## src/rtl/iab_pkg.sv

```systemverilog
package iab_pkg;
  parameter int WORD_W = 32;
  parameter int ADDR_W = 30;

  typedef struct packed {
    logic [WORD_W-1:0] data;
    logic [ADDR_W-1:0] addr;
    logic              lng;
  } word_t;
endpackage

```

## src/rtl/iab_ctrl.sv

```systemverilog
module iab_ctrl #(
  parameter int DEPTH = 8,
  parameter int QW    = 4,
  localparam int PTR_W = $clog2(DEPTH),
  localparam int CNT_W = $clog2(DEPTH + 1)
) (
  input  logic             clk,
  input  logic             rst_n,
  input  logic             push,
  input  logic             pop1,
  input  logic             pop2,
  input  logic             flush,
  output logic [PTR_W-1:0] wr_ptr,
  output logic [PTR_W-1:0] rd_ptr,
  output logic [CNT_W-1:0] count,
  output logic             in_ready
);
  logic [PTR_W-1:0] wr_n, rd_n;
  logic [CNT_W-1:0] cnt_n;
  logic [1:0]       step;

  always_comb begin
    step = pop2 ? 2'd2 : (pop1 ? 2'd1 : 2'd0);
    wr_n = wr_ptr;
    rd_n = rd_ptr;
    cnt_n = count;
    if (flush) begin
      wr_n  = '0;
      rd_n  = '0;
      cnt_n = '0;
    end else begin
      rd_n  = rd_ptr + PTR_W'(step);
      cnt_n = count - CNT_W'(step);
      if (push) begin
        wr_n  = wr_ptr + PTR_W'(QW);
        cnt_n = count - CNT_W'(step) + CNT_W'(QW);
      end
    end
  end

  always_ff @(posedge clk or negedge rst_n) begin
    if (!rst_n) begin
      wr_ptr <= '0;
      rd_ptr <= '0;
      count  <= '0;
    end else begin
      wr_ptr <= wr_n;
      rd_ptr <= rd_n;
      count  <= cnt_n;
    end
  end

  assign in_ready = (CNT_W'(DEPTH) - count) >= CNT_W'(QW);
endmodule

```

## src/rtl/iab_store.sv

```systemverilog
module iab_store
  import iab_pkg::*;
#(
  parameter int DEPTH = 8,
  parameter int QW    = 4,
  localparam int PTR_W = $clog2(DEPTH),
  localparam int LSEL_W = (QW > 1) ? $clog2(QW) : 1
) (
  input  logic                 clk,
  input  logic                 we,
  input  logic [PTR_W-1:0]     wr_ptr,
  input  logic [QW*WORD_W-1:0] wr_data,
  input  logic [ADDR_W-1:0]    wr_addr,
  input  logic [QW-1:0]        wr_tag,
  input  logic [PTR_W-1:0]     rd_ptr,
  output word_t                head0,
  output logic [WORD_W-1:0]    head1_data
);
  word_t ent [DEPTH];
  word_t head1;

  for (genvar k = 0; k < DEPTH; k++) begin : g_slot
    logic [PTR_W-1:0]  lane;
    logic [LSEL_W-1:0] lsel;
    logic              hit;
    word_t             slot_n;
    word_t             slot_q;

    always_comb begin
      lane = PTR_W'(k) - wr_ptr;
      lsel = lane[LSEL_W-1:0];
      hit  = we && (int'(lane) < QW);
      slot_n.data = wr_data[int'(lsel)*WORD_W +: WORD_W];
      slot_n.addr = wr_addr + ADDR_W'(lsel);
      slot_n.lng  = wr_tag[lsel];
    end

    always_ff @(posedge clk) begin
      if (hit) slot_q <= slot_n;
    end

    assign ent[k] = slot_q;
  end

  assign head0      = ent[rd_ptr];
  assign head1      = ent[rd_ptr + PTR_W'(1)];
  assign head1_data = head1.data;
endmodule

```

## src/rtl/iab_extract.sv

```systemverilog
module iab_extract
  import iab_pkg::*;
#(
  parameter int DEPTH = 8,
  localparam int CNT_W = $clog2(DEPTH + 1)
) (
  input  word_t               head0,
  input  logic [WORD_W-1:0]   head1_data,
  input  logic [CNT_W-1:0]    count,
  input  logic                out_ready,
  input  logic                flush,
  output logic                out_valid,
  output logic [2*WORD_W-1:0] out_data,
  output logic                out_long,
  output logic [ADDR_W-1:0]   out_addr,
  output logic                pop1,
  output logic                pop2
);
  logic have1, have2, fire;

  always_comb begin
    have1     = count >= CNT_W'(1);
    have2     = count >= CNT_W'(2);
    out_valid = have1 && (!head0.lng || have2);
    out_long  = head0.lng;
    out_addr  = head0.addr;
    out_data  = head0.lng ? {head1_data, head0.data} : {{WORD_W{1'b0}}, head0.data};
    fire      = out_valid && out_ready && !flush;
    pop1      = fire && !head0.lng;
    pop2      = fire && head0.lng;
  end
endmodule

```

## src/rtl/iab_quad_align.sv

```systemverilog
module iab_quad_align
  import iab_pkg::*;
#(
  parameter int DEPTH = 8,
  parameter int QW    = 4,
  localparam int PTR_W = $clog2(DEPTH),
  localparam int CNT_W = $clog2(DEPTH + 1)
) (
  input  logic                 clk,
  input  logic                 rst_n,
  input  logic                 flush_i,
  input  logic                 q_valid_i,
  output logic                 q_ready_o,
  input  logic [ADDR_W-1:0]    q_addr_i,
  input  logic [QW*WORD_W-1:0] q_data_i,
  input  logic [QW-1:0]        q_long_i,
  output logic                 i_valid_o,
  input  logic                 i_ready_i,
  output logic [2*WORD_W-1:0]  i_data_o,
  output logic                 i_long_o,
  output logic [ADDR_W-1:0]    i_addr_o
);
  logic             rst_meta, rst_q;
  logic             push, pop1, pop2;
  logic [PTR_W-1:0] wr_ptr, rd_ptr;
  logic [CNT_W-1:0] count;
  word_t            head0;
  logic [WORD_W-1:0] head1_data;

  always_ff @(posedge clk or negedge rst_n) begin
    if (!rst_n) begin
      rst_meta <= 1'b0;
      rst_q    <= 1'b0;
    end else begin
      rst_meta <= 1'b1;
      rst_q    <= rst_meta;
    end
  end

  assign push = q_valid_i && q_ready_o && !flush_i;

  iab_ctrl #(.DEPTH(DEPTH), .QW(QW)) u_ctrl (
    .clk(clk), .rst_n(rst_q), .push(push), .pop1(pop1), .pop2(pop2),
    .flush(flush_i), .wr_ptr(wr_ptr), .rd_ptr(rd_ptr), .count(count),
    .in_ready(q_ready_o)
  );

  iab_store #(.DEPTH(DEPTH), .QW(QW)) u_store (
    .clk(clk), .we(push), .wr_ptr(wr_ptr), .wr_data(q_data_i),
    .wr_addr(q_addr_i), .wr_tag(q_long_i), .rd_ptr(rd_ptr),
    .head0(head0), .head1_data(head1_data)
  );

  iab_extract #(.DEPTH(DEPTH)) u_extract (
    .head0(head0), .head1_data(head1_data), .count(count),
    .out_ready(i_ready_i), .flush(flush_i), .out_valid(i_valid_o),
    .out_data(i_data_o), .out_long(i_long_o), .out_addr(i_addr_o),
    .pop1(pop1), .pop2(pop2)
  );
endmodule

```

## config.mk

```make
export PLATFORM = sky130hd
export DESIGN_NAME = iab_quad_align
export DESIGN_NICKNAME = d
export VERILOG_FILES = /design/src/rtl/iab_pkg.sv /design/src/rtl/iab_ctrl.sv /design/src/rtl/iab_store.sv /design/src/rtl/iab_extract.sv /design/src/rtl/iab_quad_align.sv
export SDC_FILE = /design/constraint.sdc
export NUM_CORES = 1
export LEC_CHECK = 0
export ABC_AREA = 1
export CAP_MARGIN = 40
export CELL_PAD_IN_SITES_DETAIL_PLACEMENT = 0
export CELL_PAD_IN_SITES_GLOBAL_PLACEMENT = 1
export CORE_MARGIN = 8
export CORE_UTILIZATION = 40
export DETAILED_ROUTE_END_ITERATION = 8
export DONT_BUFFER_PORTS = 1
export GPL_TIMING_DRIVEN = 0
export HOLD_SLACK_MARGIN = 0.12
export PLACE_DENSITY_LB_ADDON = 0.1
export SYNTH_ARGS = -nofsm -noshare
export SYNTH_HDL_FRONTEND = slang
export SYNTH_SLANG_ARGS = --single-unit
```

## constraint.sdc

```tcl
create_clock -name clk -period 2.6 [get_ports clk]
set_clock_uncertainty 0.15 [all_clocks]
set_input_delay 0.26 -clock clk [delete_from_list [all_inputs] [get_ports clk]]
set_output_delay 0.26 -clock clk [all_outputs]
set_load 0.05 [all_outputs]
```

==> Yosys cells after proc, flatten, opt, wreduce, memory -nomap -nowiden <==
Index checks and enable logic that the tools add are counted.
{ "totals": {"input_bits": 167, "rom_bits": 0, "ram_bits": 0, "latch_bits": 0, "reg_bits": 516, "wordCells": 131, "memories": 0} }
{ "classes": {"magnitude_cmp": 21, "n_bitwise": 2, "n_div": 0, "shifts": 8, "muxes": 30, "n_addsub": 22, "eq_ne": 0, "mul": 0, "reduce_logical": 19} }
{ "ops": {"columns": ["operator", "count"], "rows": [
  ["128-bit by 8-bit indexed part select with 32-bit output", 8],
  ["63-bit binary-select mux with 3-bit select", 2],
  ["63-bit two-way mux", 4],
  ["30-bit by 2-bit adder with 30-bit output", 8],
  ["64-bit two-way mux", 1],
  ["2-bit by 3-bit < comparator with 1-bit output (second input constant)", 8],
  ["3-bit < comparator (second input constant)", 8],
  ["1-bit binary-select mux with 2-bit select", 8],
  ["1-bit logical AND", 15],
  ["3-bit subtractor (first input constant)", 4],
  ["1-bit two-way mux", 9],
  ["3-bit two-way mux", 3],
  ["4-bit greater-or-equal comparator (second input constant)", 2],
  ["4-bit two-way mux", 2],
  ["3-bit inverter with 4-bit output", 2],
  ["1-bit by 3-bit subtractor with 3-bit output (first input constant)", 2],
  ["2-bit by 3-bit subtractor with 3-bit output (first input constant)", 2],
  ["4-bit by 3-bit adder with 4-bit output (second input constant)", 1],
  ["4-bit by 1-bit greater-or-equal comparator with 1-bit output (second input constant)", 1],
  ["4-bit by 2-bit greater-or-equal comparator with 1-bit output (second input constant)", 1],
  ["4-bit by 3-bit greater-or-equal comparator with 1-bit output (second input constant)", 1],
  ["4-bit by 2-bit subtractor with 4-bit output", 1],
  ["4-bit subtractor (first input constant)", 1],
  ["3-bit by 1-bit adder with 3-bit output (second input constant)", 1],
  ["6 further kinds", 7]
]} }

==> Logic depth before layout (Yosys ltp) <==
Gate-level depths: netlist of the first run.
{ "depth": {"depth_word": 16, "mapped_depth": 19, "ltp_nobuf": 17} }

==> By module <==
Synthesis of the first run repeated with hierarchy kept, for this count alone.
{ "unflattened": {"hier_cells": 3275, "area_unflattened_um2": 28894.0} }
{ "modules_own_cells": {"columns": ["mod", "cells_each", "area_each_um2", "instances"], "rows": [
  ["iab_store", 3074, 27563.9, 1],
  ["iab_extract", 141, 795.8, 1],
  ["iab_ctrl", 55, 470.5, 1],
  ["iab_quad_align", 5, 63.8, 1]
]} }

==> Worst setup path before layout of the first run <==
OpenSTA, ideal clock, no wires.
{ "synth_path": {"path_type": "register to register", "from": "reg u_ctrl.count[1]", "to": "reg u_store.g_slot[3].slot_q (netlist bit u_store.ent[252]) (enable)", "setup_ns": 0.868, "arrival_ns": 11.827, "path_stages_with_launch": 8, "path_buffers": 0, "required_time_ns": 1.582, "slack_ns": -10.245, "cell_sequence": "dfrtp_1 -> nor2_1 -> nand2_1 -> nand3_1 -> nand2_1 -> nor2_1 -> inv_1 -> nor2_1"} }
{ "synth_between": {"elab_chain_cells": 5} }
{ "synth_lines": {"columns": ["element", "line_no", "rtl"], "rows": [
  ["start: declaration", "iab_ctrl.sv:15", "output logic [CNT_W-1:0] count,"],
  ["start signal: assignment", "iab_ctrl.sv:49", "count <= cnt_n;"],
  ["4-bit subtractor", "iab_ctrl.sv:53", "assign in_ready = (CNT_W'(DEPTH) - count) >= CNT_W'(QW);"],
  ["4-bit by 3-bit greater-or-equal comparator with 1-bit output", "iab_ctrl.sv:53", null],
  ["via q_ready_o", "iab_quad_align.sv:13", "output logic q_ready_o,"],
  ["1-bit logical AND (2 in series)", "iab_quad_align.sv:40", "assign push = q_valid_i && q_ready_o && !flush_i;"],
  ["1-bit logical AND", "iab_store.sv:32", "hit = we && (int'(lane) < QW);"],
  ["end signal: assignment", "iab_store.sv:39", "if (hit) slot_q <= slot_n;"],
  ["end: declaration", "iab_store.sv:27", "word_t slot_q;"]
]} }
The timed path passes the listed nets, and every way through them passes these cells.
A chain may end at the register's enable or synchronous reset.

==> Final worst setup path of the first run <==
{ "layout_path": {"from": "reg u_ctrl.rd_ptr[0]", "to": "out i_data_o[63]"} }
{ "layout_between": {"elab_chain_cells": 6, "elab_cells_between_ends": 10} }
{ "layout_lines": {"columns": ["element", "line_no", "rtl"], "rows": [
  ["start: declaration", "iab_ctrl.sv:14", "output logic [PTR_W-1:0] rd_ptr,"],
  ["start signal: assignment", "iab_ctrl.sv:48", "rd_ptr <= rd_n;"],
  ["3-bit by 1-bit adder with 3-bit output", "iab_store.sv:46", "assign head1 = ent[rd_ptr + PTR_W'(1)];"],
  ["3-bit inverter with 4-bit output (not written as such)", "iab_store.sv:46", null],
  ["63-bit binary-select mux with 3-bit select", "iab_store.sv:46", null],
  ["63-bit two-way mux (not written as such) (2 in series)", "iab_store.sv:46", null],
  ["64-bit two-way mux (*)", "iab_extract.sv:27", "out_data = head0.lng ? {head1_data, head0.data} : {{WORD_W{1'b0}}, head0.data};"],
  ["end: declaration", "iab_quad_align.sv:19", "output logic [2*WORD_W-1:0] i_data_o,"]
]} }
Every way passes the cells marked *; elsewhere a longest branch is shown, timed or not. The select of a mux whose other input is x is not followed.

==> results of run 1 <==
-- power by group through the flow --
stage | Clock, µW | Combinational (µW) | Sequential, µW
2_1_floorplan | 0 | 5670 | 10600
3_5_place_dp | 0 | 8190 | 10600
5_1_grt | 8380 | 10600 | 10500
4_1_cts | 8100 | 9430 | 10400
3_3_place_gp | 0 | 7780 | 10800
6_report | 7980 | 10100 | 10400
-- synthesized netlist by cell type, drive strengths merged, types with 44 or more instances --
| cell type | instances | area (µm²) |
|---|---|---|
| inv | 159 | 597 |
| nand3 | 56 | 290 |
| a21oi | 132 | 668 |
| o21ai | 447 | 2240 |
| xor2 | 44 | 385 |
| o211ai | 65 | 488 |
| o22ai | 58 | 363 |
| nand2 | 380 | 1470 |
| buf | 86 | 583 |
| clkbuf | 101 | 379 |
| edfxtp | 501 | 15000 |
| nor2 | 338 | 1410 |
-- placed cells by master, fill, tap and decap left out, types with 69 or more instances in the layout --
cell type,Yosys,routed
nand2_1,371,300
edfxtp_1,501,501
o21ai_1,70,112
o21ai_0,377,333
nor2_1,290,277
inv_1,150,147
clkbuf_16,0,70
a21oi_1,130,110
nand2_4,5,69
dlygate4sd3_1,0,177
-- worst min-delay path by stage --
stage | startpoint | end | depth (start not counted)
2_1_floorplan | rst_n | rst_meta | 0
4_1_cts | q_data_i[41] | u_store.ent[166] | 1
3_5_place_dp | rst_n | rst_q | 0
6_report | q_data_i[41] | u_store.ent[166] | 1
5_1_grt | q_data_i[57] | u_store.ent[182] | 1
3_3_place_gp | rst_n | rst_q | 0
-- cell type report --
cell class,count,area [µm²],area share (%)
timing repair buffer,224,2650,8.33
inverter,160,607,1.91
clock inverter,28,231,0.729
antenna,3,7.51,0.0237
sequential,511,15300,48.2
clock buffer,78,1590,5.00
multi-input combinational,1561,8650,27.3
tap,790,988,3.11
buffer,187,1720,5.43
-- routing by layer --
metal	vias up	share of wire, %	track usage (%)
met5	-	0.021	0
met4	4	3.7	9.59
met3	221	7.5	4.30
met2	915	50	45.0
met1	9573	39	31.5
li1	9022	-	-
-- stage by stage --
| step | total power (µW) | setup slack (ps) | cells | hold slack [ps] | util, % |
|---|---|---|---|---|---|
| global placement | 18600 | -5120 | 3208 | -186 | 41.8 |
| finish | 28500 | -361 | 3542 | 146 | 51.8 |
| global route | 29500 | -445 | 3540 | 137 | 51.8 |
| floorplan | 16300 | -2710 | 2418 | -186 | - |
| detailed placement | 18800 | -624 | 3234 | -186 | 42.7 |
| CTS | 28000 | -414 | 3519 | 120 | 50.4 |
-- timing repair --
item                                    CTS  global route
endpoints found under the setup margin  341           304
hold buffers                            177             1
pin swaps                                31            79
setup buffers                             1            11
gates resized for setup                 353           245
endpoints found under the hold margin   770             2
cloned                                    1             9
-- registers in the layout, summed over array words and instances (netlist names) --
| name | count |
|---|---|
| u_ctrl.rd_ptr | 3 |
| u_ctrl.count | 4 |
| rst_meta | 1 |
| rst_q | 1 |
| u_store.ent | 501 |
| u_ctrl.wr_ptr | 1 |
-- kinds of logic after synthesis --
family / synth area share, %
DFF: 62.2
and+or+nand+nor: 13.3
xor gates and xnor gates: 1.99
buffers and inverters: 6.36
adders and majority gates: 0.723
AOI/OAI and AO/OA: 15.4
other: 0.0153
==> impl_metrics.tcl, run 1 <==
set metrics [dict create \
    status "finished, violations left" \
    violations "setup timing" \
    ys.flop_type "edfxtp_1" \
    htreeDepth 2 \
    gp_congestion 0.919 \
    rr_startpoint "u_ctrl.rd_ptr[0]" \
    vias 19700 \
    crit_end "i_data_o[63]" \
    layout_setup_ws_ps -361 \
    antenna_found_initial 5 \
    critPathArrivalTime_ps 2550 \
    start_util_pct 40.1 \
    die_width_um 264 \
    area_growth_pct 29.1 \
    switching_share_pct 37.8 \
    grt_max_degree 29 \
    crit_path_top_delay_cell "dfrtp_2" \
    cts_tree "built" \
    vdd_drop_max_uv 527 \
    grt_pass1_vias 19800 \
    yosysWarnings 0 \
    hold_viol 0 \
    rsz0062_at_grt "yes" \
    first_pass_iters 5 \
    final_antenna_net_count 0 \
    finalSetupViolations 100 \
    ios 264 \
    cp_slowest_stage_delay_ps 470 \
    post_drt_wl_per_cell_um 26.4 \
    crit_required_ps 2190 \
    yosysUniqueCellTypes 39 \
    io_buffers 0 \
    vias_per_cell 5.57 \
    fmax_mhz 338 \
    syn-instance-count 2418 \
    cp.depth 10 \
    finalSetupTns_ps -20960 \
    crit_top_cell "buf_12" \
    syn_area_mm2 0.0246 \
    r2r_slack_ps -170 \
    seq_area_frac_synth_pct 62.2 \
    setup.worst_path.class "reg2out" \
    place_area_mm2 0.0262 \
    power.share.combinational_pct 35.4 \
    cts_inserted_buffers 58 \
    worst_r2r_endpoint "u_ctrl.count[3]" \
    setup.worst_path.end_class "output pin" \
    clock_power_share_pct 28.0 \
    fillers 5507 \
    finalWirelength_um 93300 \
    clk_latency_ps 610 \
    avgSynthCellArea_um2 10.2 \
    grt_use_total_pct 25.7 \
    fin_nets 2883 \
    rr_worst_depth 17 \
    core_area_mm2 0.0613 \
    power_density_mw_per_mm2 898 \
    die_h_um 264 \
    drcViolationCount 0 \
    finalInstanceArea_mm2 0.0317 \
    cp.buffers_inverters 5 \
    drive_gt1_share_pct 17.4 \
    crit_chain "buf_12, buf_12, clkbuf_16, buf_8, a21oi_1, o21ai_0, o211ai_1, nand2_1, nor2_2, buf_6" \
    hp-class "in2reg" \
    die_area_mm2 0.0696 \
    cell_internal_pwr_uw 17700 \
    drv_cap 0 \
    crit_family "buffers and inverters" \
    p_leak_uw 0.0116 \
    startpoint "u_ctrl.rd_ptr[0]" \
    drtIter0Drc 1975 \
    grt_pass1_wl_um 133000 \
    final_max_slew_viol_count 0 \
    synthArstFlopShare_pct 1.96 \
    ys_ff_latch 511 \
    synth_fp_nets 2598 \
    detailed_place_hpwl_um 65300 \
    start_kind "flip-flop" \
    seq_power_share_pct 36.6 \
    num_rows 91 \
    p_sw_uw 10800 \
    cts_root_buf "clkbuf_16" \
    grt-ovfl-total 0 \
    tightest_slew_ps 693 \
    cp_max_fo 10 \
    synth_edf_count 501 \
    min_period_over_period_pct 114 \
    fin_crit_ps 2960 \
    clk_path_buf_depth 3 \
    slew_headroom_pct 53.7 \
    path_clk_slew_ps 60 \
    clock-sinks 511 \
]
(Power assumes the default switching activity.)
==> inputs of run 2 (changes only) <==
Settings changed: HOLD_SLACK_MARGIN 0.12 to 0.03, SKIP_LAST_GASP set to 1.
==> run 2 against run 1 <==
  * The flow still finishes with violations (setup timing)
  * Routed wire length increased by 0.72%
  * Largest power group unchanged
  * First-iteration DRC count decreased by 4.9%
  * Cell count decreased by 0.17%
  * Die area unchanged
  * Non-clock buffer count decreased by 6
==> impl_metrics.tcl, run 2 (synthesized netlist as in run 1, its figures left out) <==
set metrics [dict create \
    startpoint "u_ctrl.rd_ptr[0]" \
    layout_setup_ws_ps -325 \
    fmax_mhz 342 \
    r2r_slack_ps -190 \
    mostFrequentLayoutCells "edfxtp_1 (501), o21ai_0 (337), nand2_1 (302)" \
    p_leak_uw 0.0115 \
    grt_pass1_vias 19700 \
    cts_root_buf "clkbuf_16" \
    rsz0062_at_grt "yes" \
    fin_crit_ps 2930 \
    grt_max_degree 29 \
    fillers 5536 \
    critPathArrivalTime_ps 2520 \
    setup.worst_path.class "reg2out" \
    violations "setup timing" \
    power_density_mw_per_mm2 899 \
    cp_max_fo 8 \
    vias 19700 \
    drtIter0Drc 1879 \
    total_power_uw 28400 \
    area_growth_pct 28.4 \
    first_pass_iters 6 \
    crit_end "i_data_o[49]" \
    worst_r2r_endpoint "u_ctrl.count[3]" \
    start_kind "flip-flop" \
    tightest_slew_ps 680 \
    fin_hold_ws_ps 79.4 \
    rr_worst_depth 17 \
    fin_nets 2877 \
    post_drt_wl_per_cell_um 26.6 \
    hp-class "in2reg" \
    die_area_mm2 0.0696 \
    ios 264 \
    io_buffers 0 \
    drv_cap 0 \
    rr_startpoint "u_ctrl.rd_ptr[0]" \
    core_area_mm2 0.0613 \
    grt_use_total_pct 25.7 \
    start_util_pct 40.1 \
    grt_pass1_wl_um 133000 \
    detailed_place_hpwl_um 65300 \
    final_max_slew_viol_count 0 \
    largest_reg_flops 501 \
    vias_per_cell 5.58 \
    clock-sinks 511 \
    finalWirelength_um 94000 \
    pre_cts_ws_ps -624 \
    htreeDepth 2 \
    num_rows 91 \
    cts_inserted_buffers 58 \
    slew_headroom_pct 54.6 \
    finalSetupViolations 119 \
    finalSetupTns_ps -22440 \
    status "finished, violations left" \
    cts_tree "built" \
    min_period_over_period_pct 113 \
    crit_required_ps 2190 \
    antenna_found_initial 6 \
    die_width_um 264 \
    setup.worst_path.end_class "output pin" \
    die_h_um 264 \
    hold_viol 0 \
    final_antenna_net_count 0 \
    clk_path_buf_depth 3 \
    drcViolationCount 0 \
    vdd_drop_max_uv 526 \
    path_clk_slew_ps 60 \
    drive_gt1_share_pct 17.3 \
    final_common_cell "edfxtp_1" \
    grt-ovfl-total 0 \
    clk_latency_ps 610 \
    gp_congestion 0.919 \
]
## run 2: changes by cell type in the layout (fill, tap and decap cells not counted), moves of 6 or more
cell | before | now
buf_4 | 45 | 32
clkbuf_4 | 20 | 30
nand2_4 | 69 | 60
nand2_2 | 9 | 17
nor2_2 | 22 | 14
nor2_1 | 277 | 284
a21oi_1 | 110 | 104
## run 2: power by group
group | switching, µW | internal (µW)
logic | 7100 | 2890
registers | 296 | 10100
clock network | 3340 | 4640
total | 10700 | 17700
## run 2: final cells by class
| cell class | count | area [µm²] | share of cell area, % |
|---|---|---|---|
| sequential | 511 | 15300 | 48.4 |
| multi-input combinational | 1561 | 8610 | 27.3 |
| timing repair buffer | 218 | 2600 | 8.25 |
| buffer | 187 | 1640 | 5.19 |
| clock buffer | 78 | 1590 | 5.03 |
| tap | 790 | 988 | 3.13 |
| inverter | 160 | 607 | 1.92 |
| clock inverter | 28 | 231 | 0.733 |
| antenna | 3 | 7.51 | 0.0238 |
## run 2: timing repair
action | CTS | global route
endpoints found under the hold margin | 549 | 0
cloned | 1 | 10
setup endpoints to repair | 341 | 284
hold buffers | 172 | 0
gates resized for setup | 272 | 294
setup buffers | 1 | 10
pin swaps | 23 | 103
## run 2: metal layers
layer	wire (µm)	track usage, %	vias to the layer above
met5	17	0	-
met4	3520	9.72	4
met3	6890	4.57	218
met2	47300	45.3	882
met1	36300	31.2	9629
li1	-	-	9013
## run 2: critical path, stage by stage, from the launching register on
cell and delay (ps):
dfrtp_2 460, buf_8 170, buf_12 150, clkbuf_16 180, clkbuf_16 170, a21oi_1 150
o21ai_1 80, o211ai_1 90, nand2_1 120, nor2_4 320
## run 2: how the worst min path moves through the flow
| stage | startpoint | to | depth (start not counted) |
|---|---|---|---|
| floorplan | rst_n | rst_meta | 0 |
| global placement | rst_n | rst_q | 0 |
| detailed placement | rst_n | rst_q | 0 |
| CTS | q_addr_i[17] | u_store.ent[271] | 5 |
| global route | q_addr_i[17] | u_store.ent[271] | 5 |
| finish | q_addr_i[24] | u_store.ent[404] | 7 |
## run 2: per-stage QoR
stage / util, % / instances / cell area, µm²
floorplan: - / 2418 / 24600
global placement: 41.8 / 3208 / 25600
detailed placement: 42.7 / 3234 / 26200
CTS: 49.8 / 3514 / 30500
global route: 51.5 / 3534 / 31600
finish: 51.5 / 3536 / 31600
